## config.mk

```make
export PLATFORM = sky130hd
export DESIGN_NAME = phy_led_engine
export DESIGN_NICKNAME = d
export VERILOG_FILES = /design/src/rtl/phy_led_pkg.sv /design/src/rtl/led_cfg_regs.sv /design/src/rtl/led_rule_decode.sv /design/src/rtl/led_channel.sv /design/src/rtl/phy_led_engine.sv
export SDC_FILE = /design/constraint.sdc
export NUM_CORES = 1
export LEC_CHECK = 0
export ABC_AREA = 1
export CORE_UTILIZATION = 40
export DETAILED_ROUTE_END_ITERATION = 6
export PLACE_DENSITY_LB_ADDON = 0.05
export SLEW_MARGIN = 10
export SYNTH_ARGS = -nofsm -noshare
export SYNTH_HDL_FRONTEND = slang
export SYNTH_SLANG_ARGS = --single-unit
```

## constraint.sdc

```tcl
create_clock -name clk_i -period 4.5 [get_ports clk_i]
set_input_delay 0.45 -clock clk_i [delete_from_list [all_inputs] [get_ports clk_i]]
set_output_delay 0.45 -clock clk_i [all_outputs]
set_load 0.05 [all_outputs]
```

## src/rtl/phy_led_pkg.sv

```systemverilog
package phy_led_pkg;

    localparam int DW = 16;
    localparam int AW = 8;

    localparam logic [AW-1:0] ADR_CTRL   = 8'h21;
    localparam logic [AW-1:0] ADR_ON_T   = 8'h22;
    localparam logic [AW-1:0] ADR_PERIOD = 8'h23;
    localparam logic [AW-1:0] ADR_RULES  = 8'h24;

    localparam logic [DW-1:0] CTRL_KEEP   = 16'h800F;
    localparam logic [DW-1:0] STEADY_KEEP = 16'hC17F;
    localparam logic [DW-1:0] BLINK_KEEP  = 16'h0FFF;

    // control bits
    localparam int C_TTEST = 2;
    localparam int C_CLKEN = 3;
    localparam int C_EXT   = 15;

    // steady-rule bits
    localparam int S_LDOWN = 3;
    localparam int S_FDX   = 4;
    localparam int S_HDX   = 5;
    localparam int S_FORCE = 6;
    localparam int S_POL   = 14;
    localparam int S_EN    = 15;

    // blink-rule bits
    localparam int B_COL   = 6;
    localparam int B_CRC   = 7;
    localparam int B_IDLE  = 8;
    localparam int B_FORCE = 9;

    localparam int NSPD = 4;
    // indexed by speed code 0..3 = 10/100/1000/2500
    localparam int SPD_STEADY_BIT [NSPD] = '{2, 1, 0, 8};
    localparam int SPD_TX_BIT     [NSPD] = '{4, 2, 0, 10};
    localparam int SPD_RX_BIT     [NSPD] = '{5, 3, 1, 11};

    typedef struct packed {
        logic [DW-1:0] ctrl;
        logic [DW-1:0] on_t;
        logic [DW-1:0] period;
    } glob_cfg_t;

    typedef struct packed {
        logic [DW-1:0] steady;
        logic [DW-1:0] blink;
    } led_cfg_t;

endpackage

```

## src/rtl/led_cfg_regs.sv

```systemverilog
module led_cfg_regs
    import phy_led_pkg::*;
#(
    parameter int            N_LED     = 3,
    parameter logic [DW-1:0] RST_ON_T  = 16'h0400,
    parameter logic [DW-1:0] RST_PER   = 16'h0800
) (
    input  logic                  clk_i,
    input  logic                  rst_ni,
    input  logic                  wr_i,
    input  logic [AW-1:0]         addr_i,
    input  logic [DW-1:0]         wdata_i,
    output logic [DW-1:0]         rdata_o,
    output glob_cfg_t             glob_o,
    output led_cfg_t [N_LED-1:0]  led_o
);

    typedef struct packed {
        glob_cfg_t             g;
        led_cfg_t [N_LED-1:0]  l;
    } regs_t;

    regs_t regs_d, regs_q;

    always_comb begin
        regs_d = regs_q;
        if (wr_i) begin
            if (addr_i == ADR_CTRL)   regs_d.g.ctrl   = wdata_i & CTRL_KEEP;
            if (addr_i == ADR_ON_T)   regs_d.g.on_t   = wdata_i;
            if (addr_i == ADR_PERIOD) regs_d.g.period = wdata_i;
            for (int i = 0; i < N_LED; i++) begin
                if (addr_i == ADR_RULES + AW'(2 * i))
                    regs_d.l[i].steady = wdata_i & STEADY_KEEP;
                if (addr_i == ADR_RULES + AW'(2 * i + 1))
                    regs_d.l[i].blink = wdata_i & BLINK_KEEP;
            end
        end
    end

    always_ff @(posedge clk_i) begin
        if (!rst_ni) begin
            regs_q.g.ctrl   <= '0;
            regs_q.g.on_t   <= RST_ON_T;
            regs_q.g.period <= RST_PER;
            regs_q.l        <= '0;
        end else begin
            regs_q <= regs_d;
        end
    end

    always_comb begin
        rdata_o = '0;
        if (addr_i == ADR_CTRL)   rdata_o = regs_q.g.ctrl;
        if (addr_i == ADR_ON_T)   rdata_o = regs_q.g.on_t;
        if (addr_i == ADR_PERIOD) rdata_o = regs_q.g.period;
        for (int i = 0; i < N_LED; i++) begin
            if (addr_i == ADR_RULES + AW'(2 * i))     rdata_o = regs_q.l[i].steady;
            if (addr_i == ADR_RULES + AW'(2 * i + 1)) rdata_o = regs_q.l[i].blink;
        end
    end

    assign glob_o = regs_q.g;
    assign led_o  = regs_q.l;

endmodule

```

## src/rtl/led_rule_decode.sv

```systemverilog
module led_rule_decode
    import phy_led_pkg::*;
(
    input  led_cfg_t         cfg_i,
    input  logic             link_up_i,
    input  logic [2:0]       speed_i,
    input  logic             full_dup_i,
    input  logic [NSPD-1:0]  tx_act_i,
    input  logic [NSPD-1:0]  rx_act_i,
    input  logic             collision_i,
    input  logic             crc_err_i,
    input  logic             idle_err_i,
    output logic             steady_hit_o,
    output logic             event_hit_o
);

    always_comb begin
        steady_hit_o = (!link_up_i && cfg_i.steady[S_LDOWN])
                     || (link_up_i &&  full_dup_i && cfg_i.steady[S_FDX])
                     || (link_up_i && !full_dup_i && cfg_i.steady[S_HDX]);
        for (int s = 0; s < NSPD; s++) begin
            if (link_up_i && (speed_i == 3'(s)) && cfg_i.steady[SPD_STEADY_BIT[s]])
                steady_hit_o = 1'b1;
        end
    end

    always_comb begin
        event_hit_o = (collision_i && cfg_i.blink[B_COL])
                    || (crc_err_i  && cfg_i.blink[B_CRC])
                    || (idle_err_i && cfg_i.blink[B_IDLE]);
        for (int s = 0; s < NSPD; s++) begin
            if ((tx_act_i[s] && cfg_i.blink[SPD_TX_BIT[s]])
                || (rx_act_i[s] && cfg_i.blink[SPD_RX_BIT[s]]))
                event_hit_o = 1'b1;
        end
    end

endmodule

```

## src/rtl/led_channel.sv

```systemverilog
module led_channel
    import phy_led_pkg::*;
(
    input  logic           clk_i,
    input  logic           rst_ni,
    input  logic           eng_on_i,
    input  logic           tick_i,
    input  logic [DW-1:0]  on_t_i,
    input  logic [DW-1:0]  period_i,
    input  led_cfg_t       cfg_i,
    input  logic           steady_hit_i,
    input  logic           event_hit_i,
    output logic           led_o
);

    typedef struct packed {
        logic          run;
        logic [DW-1:0] cnt;
        logic          led;
    } chan_t;

    chan_t st_d, st_q;

    logic        lit;
    logic [DW:0] cnt_inc;

    always_comb begin
        st_d    = st_q;
        cnt_inc = {1'b0, st_q.cnt} + 1'b1;

        // blink window overrides the steady decision
        if (st_q.run) lit = (st_q.cnt < on_t_i);
        else          lit = cfg_i.steady[S_FORCE] || steady_hit_i;

        st_d.led = (eng_on_i && cfg_i.steady[S_EN] && lit)
                 ? cfg_i.steady[S_POL] : ~cfg_i.steady[S_POL];

        if (!eng_on_i) begin
            st_d.run = 1'b0;
            st_d.cnt = '0;
        end else if (event_hit_i || (cfg_i.blink[B_FORCE] && !st_q.run)) begin
            st_d.run = 1'b1;
            st_d.cnt = '0;
        end else if (st_q.run && tick_i) begin
            if (cnt_inc >= {1'b0, period_i}) begin
                st_d.cnt = '0;
                st_d.run = cfg_i.blink[B_FORCE];
            end else begin
                st_d.cnt = cnt_inc[DW-1:0];
            end
        end
    end

    always_ff @(posedge clk_i) begin
        if (!rst_ni) begin
            st_q.run <= 1'b0;
            st_q.cnt <= '0;
            st_q.led <= 1'b1;
        end else begin
            st_q <= st_d;
        end
    end

    assign led_o = st_q.led;

endmodule

```

## src/rtl/phy_led_engine.sv

```systemverilog
module phy_led_engine
    import phy_led_pkg::*;
#(
    parameter int            N_LED    = 3,
    parameter logic [DW-1:0] RST_ON_T = 16'h0400,
    parameter logic [DW-1:0] RST_PER  = 16'h0800
) (
    input  logic              clk_i,
    input  logic              rst_ni,
    input  logic              tick_i,
    input  logic              cfg_wr_i,
    input  logic [7:0]        cfg_addr_i,
    input  logic [15:0]       cfg_wdata_i,
    output logic [15:0]       cfg_rdata_o,
    input  logic              link_up_i,
    input  logic [2:0]        speed_i,
    input  logic              full_dup_i,
    input  logic [3:0]        tx_act_i,
    input  logic [3:0]        rx_act_i,
    input  logic              collision_i,
    input  logic              crc_err_i,
    input  logic              idle_err_i,
    output logic [N_LED-1:0]  led_o
);

    glob_cfg_t             glob;
    led_cfg_t [N_LED-1:0]  lcfg;
    logic                  eng_on;
    logic                  tick_eff;

    logic [DW-1:0]              ctrl_w;
    logic [N_LED-1:0][DW-1:0]   steady_w;

    led_cfg_regs #(
        .N_LED    (N_LED),
        .RST_ON_T (RST_ON_T),
        .RST_PER  (RST_PER)
    ) regs_i (
        .clk_i   (clk_i),
        .rst_ni  (rst_ni),
        .wr_i    (cfg_wr_i),
        .addr_i  (cfg_addr_i),
        .wdata_i (cfg_wdata_i),
        .rdata_o (cfg_rdata_o),
        .glob_o  (glob),
        .led_o   (lcfg)
    );

    assign eng_on   = glob.ctrl[C_CLKEN] && glob.ctrl[C_EXT];
    assign tick_eff = eng_on && (tick_i || glob.ctrl[C_TTEST]);
    assign ctrl_w   = glob.ctrl;

    for (genvar g = 0; g < N_LED; g++) begin : g_led
        logic steady_hit;
        logic event_hit;

        assign steady_w[g] = lcfg[g].steady;

        led_rule_decode dec_i (
            .cfg_i        (lcfg[g]),
            .link_up_i    (link_up_i),
            .speed_i      (speed_i),
            .full_dup_i   (full_dup_i),
            .tx_act_i     (tx_act_i),
            .rx_act_i     (rx_act_i),
            .collision_i  (collision_i),
            .crc_err_i    (crc_err_i),
            .idle_err_i   (idle_err_i),
            .steady_hit_o (steady_hit),
            .event_hit_o  (event_hit)
        );

        led_channel chan_i (
            .clk_i        (clk_i),
            .rst_ni       (rst_ni),
            .eng_on_i     (eng_on),
            .tick_i       (tick_eff),
            .on_t_i       (glob.on_t),
            .period_i     (glob.period),
            .cfg_i        (lcfg[g]),
            .steady_hit_i (steady_hit),
            .event_hit_i  (event_hit),
            .led_o        (led_o[g])
        );
    end

endmodule

```

# Yosys cells after proc, flatten, opt, wreduce, memory -nomap -nowiden
# Index checks and enable logic that the tools add are counted.
classes:
  addsub: 3
  order_cmp: 6
  n_eq_ne: 12
  n_mux: 51
  n_bitwise: 5
  reduce_logical: 133
op_table:
  columns: ["cell", "count"]
  rows:
  - ["$mux W16", 12]
  - ["$mux W17", 6]
  - ["$logic_and A1 B1 Y1", 74]
  - ["$eq A8 B6 Y1 const B", 9]
  - ["$add A16 B1 Y17 const B", 3]
  - ["$ge A17 B16 Y1", 3]
  - ["$lt A16 B16 Y1", 3]
  - ["$mux W1", 33]
  - ["$logic_or A1 B1 Y1", 31]
  - ["$reduce_and A2 Y1", 13]
  - ["$reduce_bool A2 Y1", 6]
  - ["$reduce_or A3 Y1", 3]
  - ["$eq A3 B2 Y1 const B", 2]
  - ["$logic_not A1 Y1", 5]
  - ["$not A1 Y1", 5]
  - ["$eq A3 B1 Y1 const B", 1]
  - ["$logic_not A3 Y1", 1]
word_totals:
  reg_bits: 157
  in_bits: 44
  out_inout_bits: 19

# Longest topological paths before layout
logic_depth:
  depth_word: 12
  ltp_mapped: 20
  ltp_nobuf: 20

# Cells and area by module
# From an unflattened synthesis, not the netlist that was laid out.
hier_totals:
  hier_cells: 1667
  hier_area_um2: 11434.7
modules_own_cells:
  columns: ["mod", "n_inst", "cells_per_inst", "area_per_inst_um2"]
  rows:
  - ["led_channel", 3, 307, 2003.2]
  - ["led_cfg_regs", 1, 649, 4952.2]
  - ["led_rule_decode", 3, 31, 152.6]
  - ["phy_led_engine", 1, 4, 15.0]

# Worst setup path before layout
# Ideal clock, no wire load.
synth_path:
  kind: "register -> register"
  start: "reg g_led[2].chan_i.st_q[1] (netlist name)"
  end: "reg g_led[2].chan_i.st_q[1] (netlist name)"
  setup_time_ns: 0.115
  arrival_time_ns: 2.493
  required_time_ns: 4.385
  path_slack_ns: 1.892
  path_stages_with_launch: 17
  path_buffers: 0
  period_less_slack_ns: 2.608
  path_cell_list: "dfxtp_1 ha_1 nand3_2 nor2_4 nand2_1 nor2_2 xor2_1 inv_1 ha_1 nand2_1 nor3_1 nand4_2 nor2_1 nor2_4 nand3_1 nor2_1 o21a_1"
synth_between:
  elab_chain_cells: 3
synth_lines:
  columns: ["item", "line", "source"]
  rows:
  - ["start, declared", "led_channel.sv:22", "chan_t st_d, st_q;"]
  - ["start signal, assigned", "led_channel.sv:60", "st_q <= st_d;"]
  - ["$add A16 B1 Y17 *", "led_channel.sv:29", "cnt_inc = {1'b0, st_q.cnt} + 1'b1;"]
  - ["$ge A17 B16 Y1", "led_channel.sv:45", "if (cnt_inc >= {1'b0, period_i}) begin"]
  - ["$mux W16 *", "led_channel.sv:45", null]
# Every way passes the cells marked *; elsewhere a longest branch is shown, timed or not.
# A chain may end at the register's enable or synchronous reset.

# Worst setup path after layout
layout_path:
  start: "in cfg_addr_i[5]"
  end: "out cfg_rdata_o[10]"
layout_between:
  elab_chain_cells: 9
  word_cells_on_any_way: 16
  classes_between: "eq/ne: 8; mux: 8"
layout_lines:
  columns: ["item", "line", "source"]
  rows:
  - ["start, declared", "phy_led_engine.sv:12", "input logic [7:0] cfg_addr_i,"]
  - ["$eq A8 B6 Y1", "led_cfg_regs.sv:54", "if (addr_i == ADR_ON_T) rdata_o = regs_q.g.on_t;"]
  - ["$mux W16", "led_cfg_regs.sv:54", null]
  - ["$mux W16", "led_cfg_regs.sv:55", "if (addr_i == ADR_PERIOD) rdata_o = regs_q.g.period;"]
  - ["$mux W16", "led_cfg_regs.sv:57", "if (addr_i == ADR_RULES + AW'(2 * i)) rdata_o = regs_q.l[i].steady;"]
  - ["$mux W16", "led_cfg_regs.sv:58", "if (addr_i == ADR_RULES + AW'(2 * i + 1)) rdata_o = regs_q.l[i].blink;"]
  - ["$mux W16", "led_cfg_regs.sv:57", null]
  - ["$mux W16", "led_cfg_regs.sv:58", null]
  - ["$mux W16", "led_cfg_regs.sv:57", null]
  - ["$mux W16 *", "led_cfg_regs.sv:58", null]
  - ["end, declared", "phy_led_engine.sv:14", "output logic [15:0] cfg_rdata_o,"]
# Marked as above.

==> results.cfg <==
[detailed_routing]
wl_per_cell_um = 18.78
vias_per_cell = 5.450
postRouteWirelength_um = 36240
dr.pass1.iters = 5
drt_drc_violations_left = 0
drtIter0Drc = 784
num_vias = 10518
ant_nets = 0

[yosys]
synthFlopType = sky130_fd_sc_hd__dfxtp_1
net_count_after_synthesis = 1694
synth-edff-count = 0
post_synth.cell_area_avg_um2 = 6.870
ys_seq_area_share_pct = 29.44
ys_seq_elements = 157
synthArstFlopShare_pct = 0
netlist.area_leader.share_pct = 29.44
post_synthesis_cell_type_with_the_largest_combined_area = sky130_fd_sc_hd__dfxtp_1
synth_cells = 1554
synth.yosys.warnings = 0
synth_area_leaders = sky130_fd_sc_hd__dfxtp_1, sky130_fd_sc_hd__ha_1, sky130_fd_sc_hd__a21oi_1
netlist_area_mm2 = 0.01068
yosys.cell_types.count = 43

[global_routing]
initial_antenna_violation_count = 1
global_route_wire_length_before_repair_um = 55030
track_usage_pct = 27.00
maximum_number_of_pins_on_one_net_before_global_route_repair = 75
grt_pass1_vias = 9484
grt_overflow = 0

[place]
count_of_input_and_output_buffers = 62
post_dp_cell_area_mm2 = 0.01147
globalplace.congestion = 0.8903
detailedPlacementHpwl_um = 26840

[finish]
finish.net_count = 1723
n_antenna_cell = 0
drive_above_1_share_pct = 5.580
finalCoreUtilization_pct = 46.04
synthToLayoutAreaGrowth_pct = 12.68
final_area_mm2 = 0.01203

[floorplanning]
initial_core_util_pct = 40.86
floorplan.rows = 59
die_area_mm2 = 0.02735
core_region_area_mm2 = 0.02613
floorplan.die.width_um = 165.4
floorplan.die.height_um = 165.4
ioPinCount = 63

[clocking]
clk_pin_slew_ps = 60
clock_sinks = 157
cts_resized = 0
clock_insertion_delay_worst_skew_ps = 440
clock_tree.root_cell = sky130_fd_sc_hd__clkbuf_16
post-cts-setup-buffers = 0
clock_tree_from_tritoncts = built
cts_hold_buf = 0
cts_max_level = 4
cts_inserted_buffers = 17
max-clock-path-buffers = 2

[min_path]
hp-start = regs_i.led_o[11]
hp-class = reg -> reg

[timing]
hold_viol_final = 0
tightestPinTransition_ps = 1072
relSlewSlack_pct = 28.36
timing.clock.skew_ps = 13.45
finalCriticalPeriod_ps = 3518
fmax_ghz = 0.2842
setup_violations = 0
finalMaxSlewViolations = 0
setup-tns-final_ps = 0
rsz0062_at_grt = false
period_share_pct = 78.18

[setup_path]
timing.critical_path.required_ps = 4050
worst_setup_path_start_kind = primary input
worst_setup_startpoint = cfg_addr_i[5]
timing.critical_path.fanout_max = 13
worstSetupPathType = in -> out
cp.arrival_ps = 3070
endpoint_kind = output port
reg2reg_from = g_led[0].chan_i.st_q[1]

[power_and_ir_drop]
total_leakage_power_nw = 4.895
pwr_density_cell_mw_per_mm2 = 247.0
power.ir.vdd_worst_mv = 0.1882
total_power_w = 0.002971

[run_status]
run_status = complete, no violations

[run]
max_cap_violations = 0
-- final cells by class --
| cell class | count | area (um^2) |
|---|---|---|
| clock inverters | 13 | 133.9 |
| clock buffers | 18 | 429.2 |
| flip-flops and latches | 157 | 3143 |
| well taps | 335 | 419.2 |
| repair buffers | 70 | 675.6 |
| inverters | 254 | 953.4 |
| fillers | 2787 | 14100 |
| multi-input cells | 1083 | 6276 |
-- layout by cell type, fill, tap and decap left out, types with 59 or more instances in the layout --
master                            instances
sky130_fd_sc_hd__nand4_1                 80
sky130_fd_sc_hd__nor2_1                 121
sky130_fd_sc_hd__inv_1                  245
sky130_fd_sc_hd__nand2_1                260
sky130_fd_sc_hd__o21ai_0                 94
sky130_fd_sc_hd__nand3_1                 59
sky130_fd_sc_hd__ha_1                    96
sky130_fd_sc_hd__dfxtp_1                157
sky130_fd_sc_hd__clkdlybuf4s50_1         61
sky130_fd_sc_hd__a21oi_1                202
-- critical path, cell delays in order --
cell and delay, ps:
sky130_fd_sc_hd__clkdlybuf4s50_1 450, sky130_fd_sc_hd__inv_1 30, sky130_fd_sc_hd__nor2_1 100, sky130_fd_sc_hd__nand2_2 150, sky130_fd_sc_hd__inv_2 140, sky130_fd_sc_hd__nand3_1 80, sky130_fd_sc_hd__buf_4 190, sky130_fd_sc_hd__inv_1 200
sky130_fd_sc_hd__a21oi_1 110, sky130_fd_sc_hd__a21oi_1 140, sky130_fd_sc_hd__a21oi_1 70, sky130_fd_sc_hd__o221ai_1 90, sky130_fd_sc_hd__clkdlybuf4s50_1 850
-- path summary, 6_finish.rpt --
check / end / slack (ps) / depth (start not counted)
worst max-delay path: cfg_rdata_o[10] / 980 / 13
worst min-delay path: regs_i.led_o[11] / 470 / 2
worst max register to register: g_led[0].chan_i.st_q[17] / 1130 / 15
worst min register to register: regs_i.led_o[11] / 470 / 2
-- synthesized netlist by cell type, types with 11 or more instances --
cell type and count:
sky130_fd_sc_hd__clkbuf_1 35, sky130_fd_sc_hd__o21ai_0 94, sky130_fd_sc_hd__o221ai_1 16, sky130_fd_sc_hd__a211oi_1 14, sky130_fd_sc_hd__nor2_1 121, sky130_fd_sc_hd__buf_2 12
sky130_fd_sc_hd__o22ai_1 17, sky130_fd_sc_hd__nand3_1 59, sky130_fd_sc_hd__nand2_2 11, sky130_fd_sc_hd__nand4_1 80, sky130_fd_sc_hd__nor3_1 19, sky130_fd_sc_hd__inv_1 245
sky130_fd_sc_hd__a21oi_1 202, sky130_fd_sc_hd__ha_1 96, sky130_fd_sc_hd__nand2_1 260, sky130_fd_sc_hd__xor2_1 28, sky130_fd_sc_hd__dfxtp_1 157
-- layer usage --
metal  share of wire, %  vias up  global-route usage [%]
met1                 48     4849                   37.79
li1                   -     5306                       -
met2                 45      300                   42.87
met4                2.2        2                   8.099
met5              0.036        -                       0
met3                4.6       61                   3.621
-- flip-flops by register name, indices dropped and copies added (netlist names) --
| name | flops |
|---|---|
| g_led.chan_i.led_o | 3 |
| g_led.chan_i.st_q | 51 |
| regs_i.glob_o | 37 |
| regs_i.led_o | 66 |
-- metrics by stage --
stage / hold WS, ps / worst slack [ps] / instances
after floorplan: 435.2 / 1892 / 1554
after global placement: 458.6 / 1004 / 1899
after detailed placement: 462.6 / 1007 / 1899
after CTS: 471.4 / 994.9 / 1930
after global routing: 487.0 / 853.3 / 1930
final: 470.7 / 981.9 / 1930
-- cell families after synthesis --
group           Yosys count  share of synthesized area, %
xor+xnor                 32                         2.625
fa+ha+maj                96                         11.25
flops                   157                         29.44
compound gates          376                         20.02
simple gates            579                         24.89
buf+inv                 314                         11.78
-- report_power, final --
group          internal [W]  switching [W]
registers           0.00139     0.00000118
logic             0.0000492      0.0000803
clock network      0.000773       0.000677
Note: power is estimated with default switching activity, not from simulation.
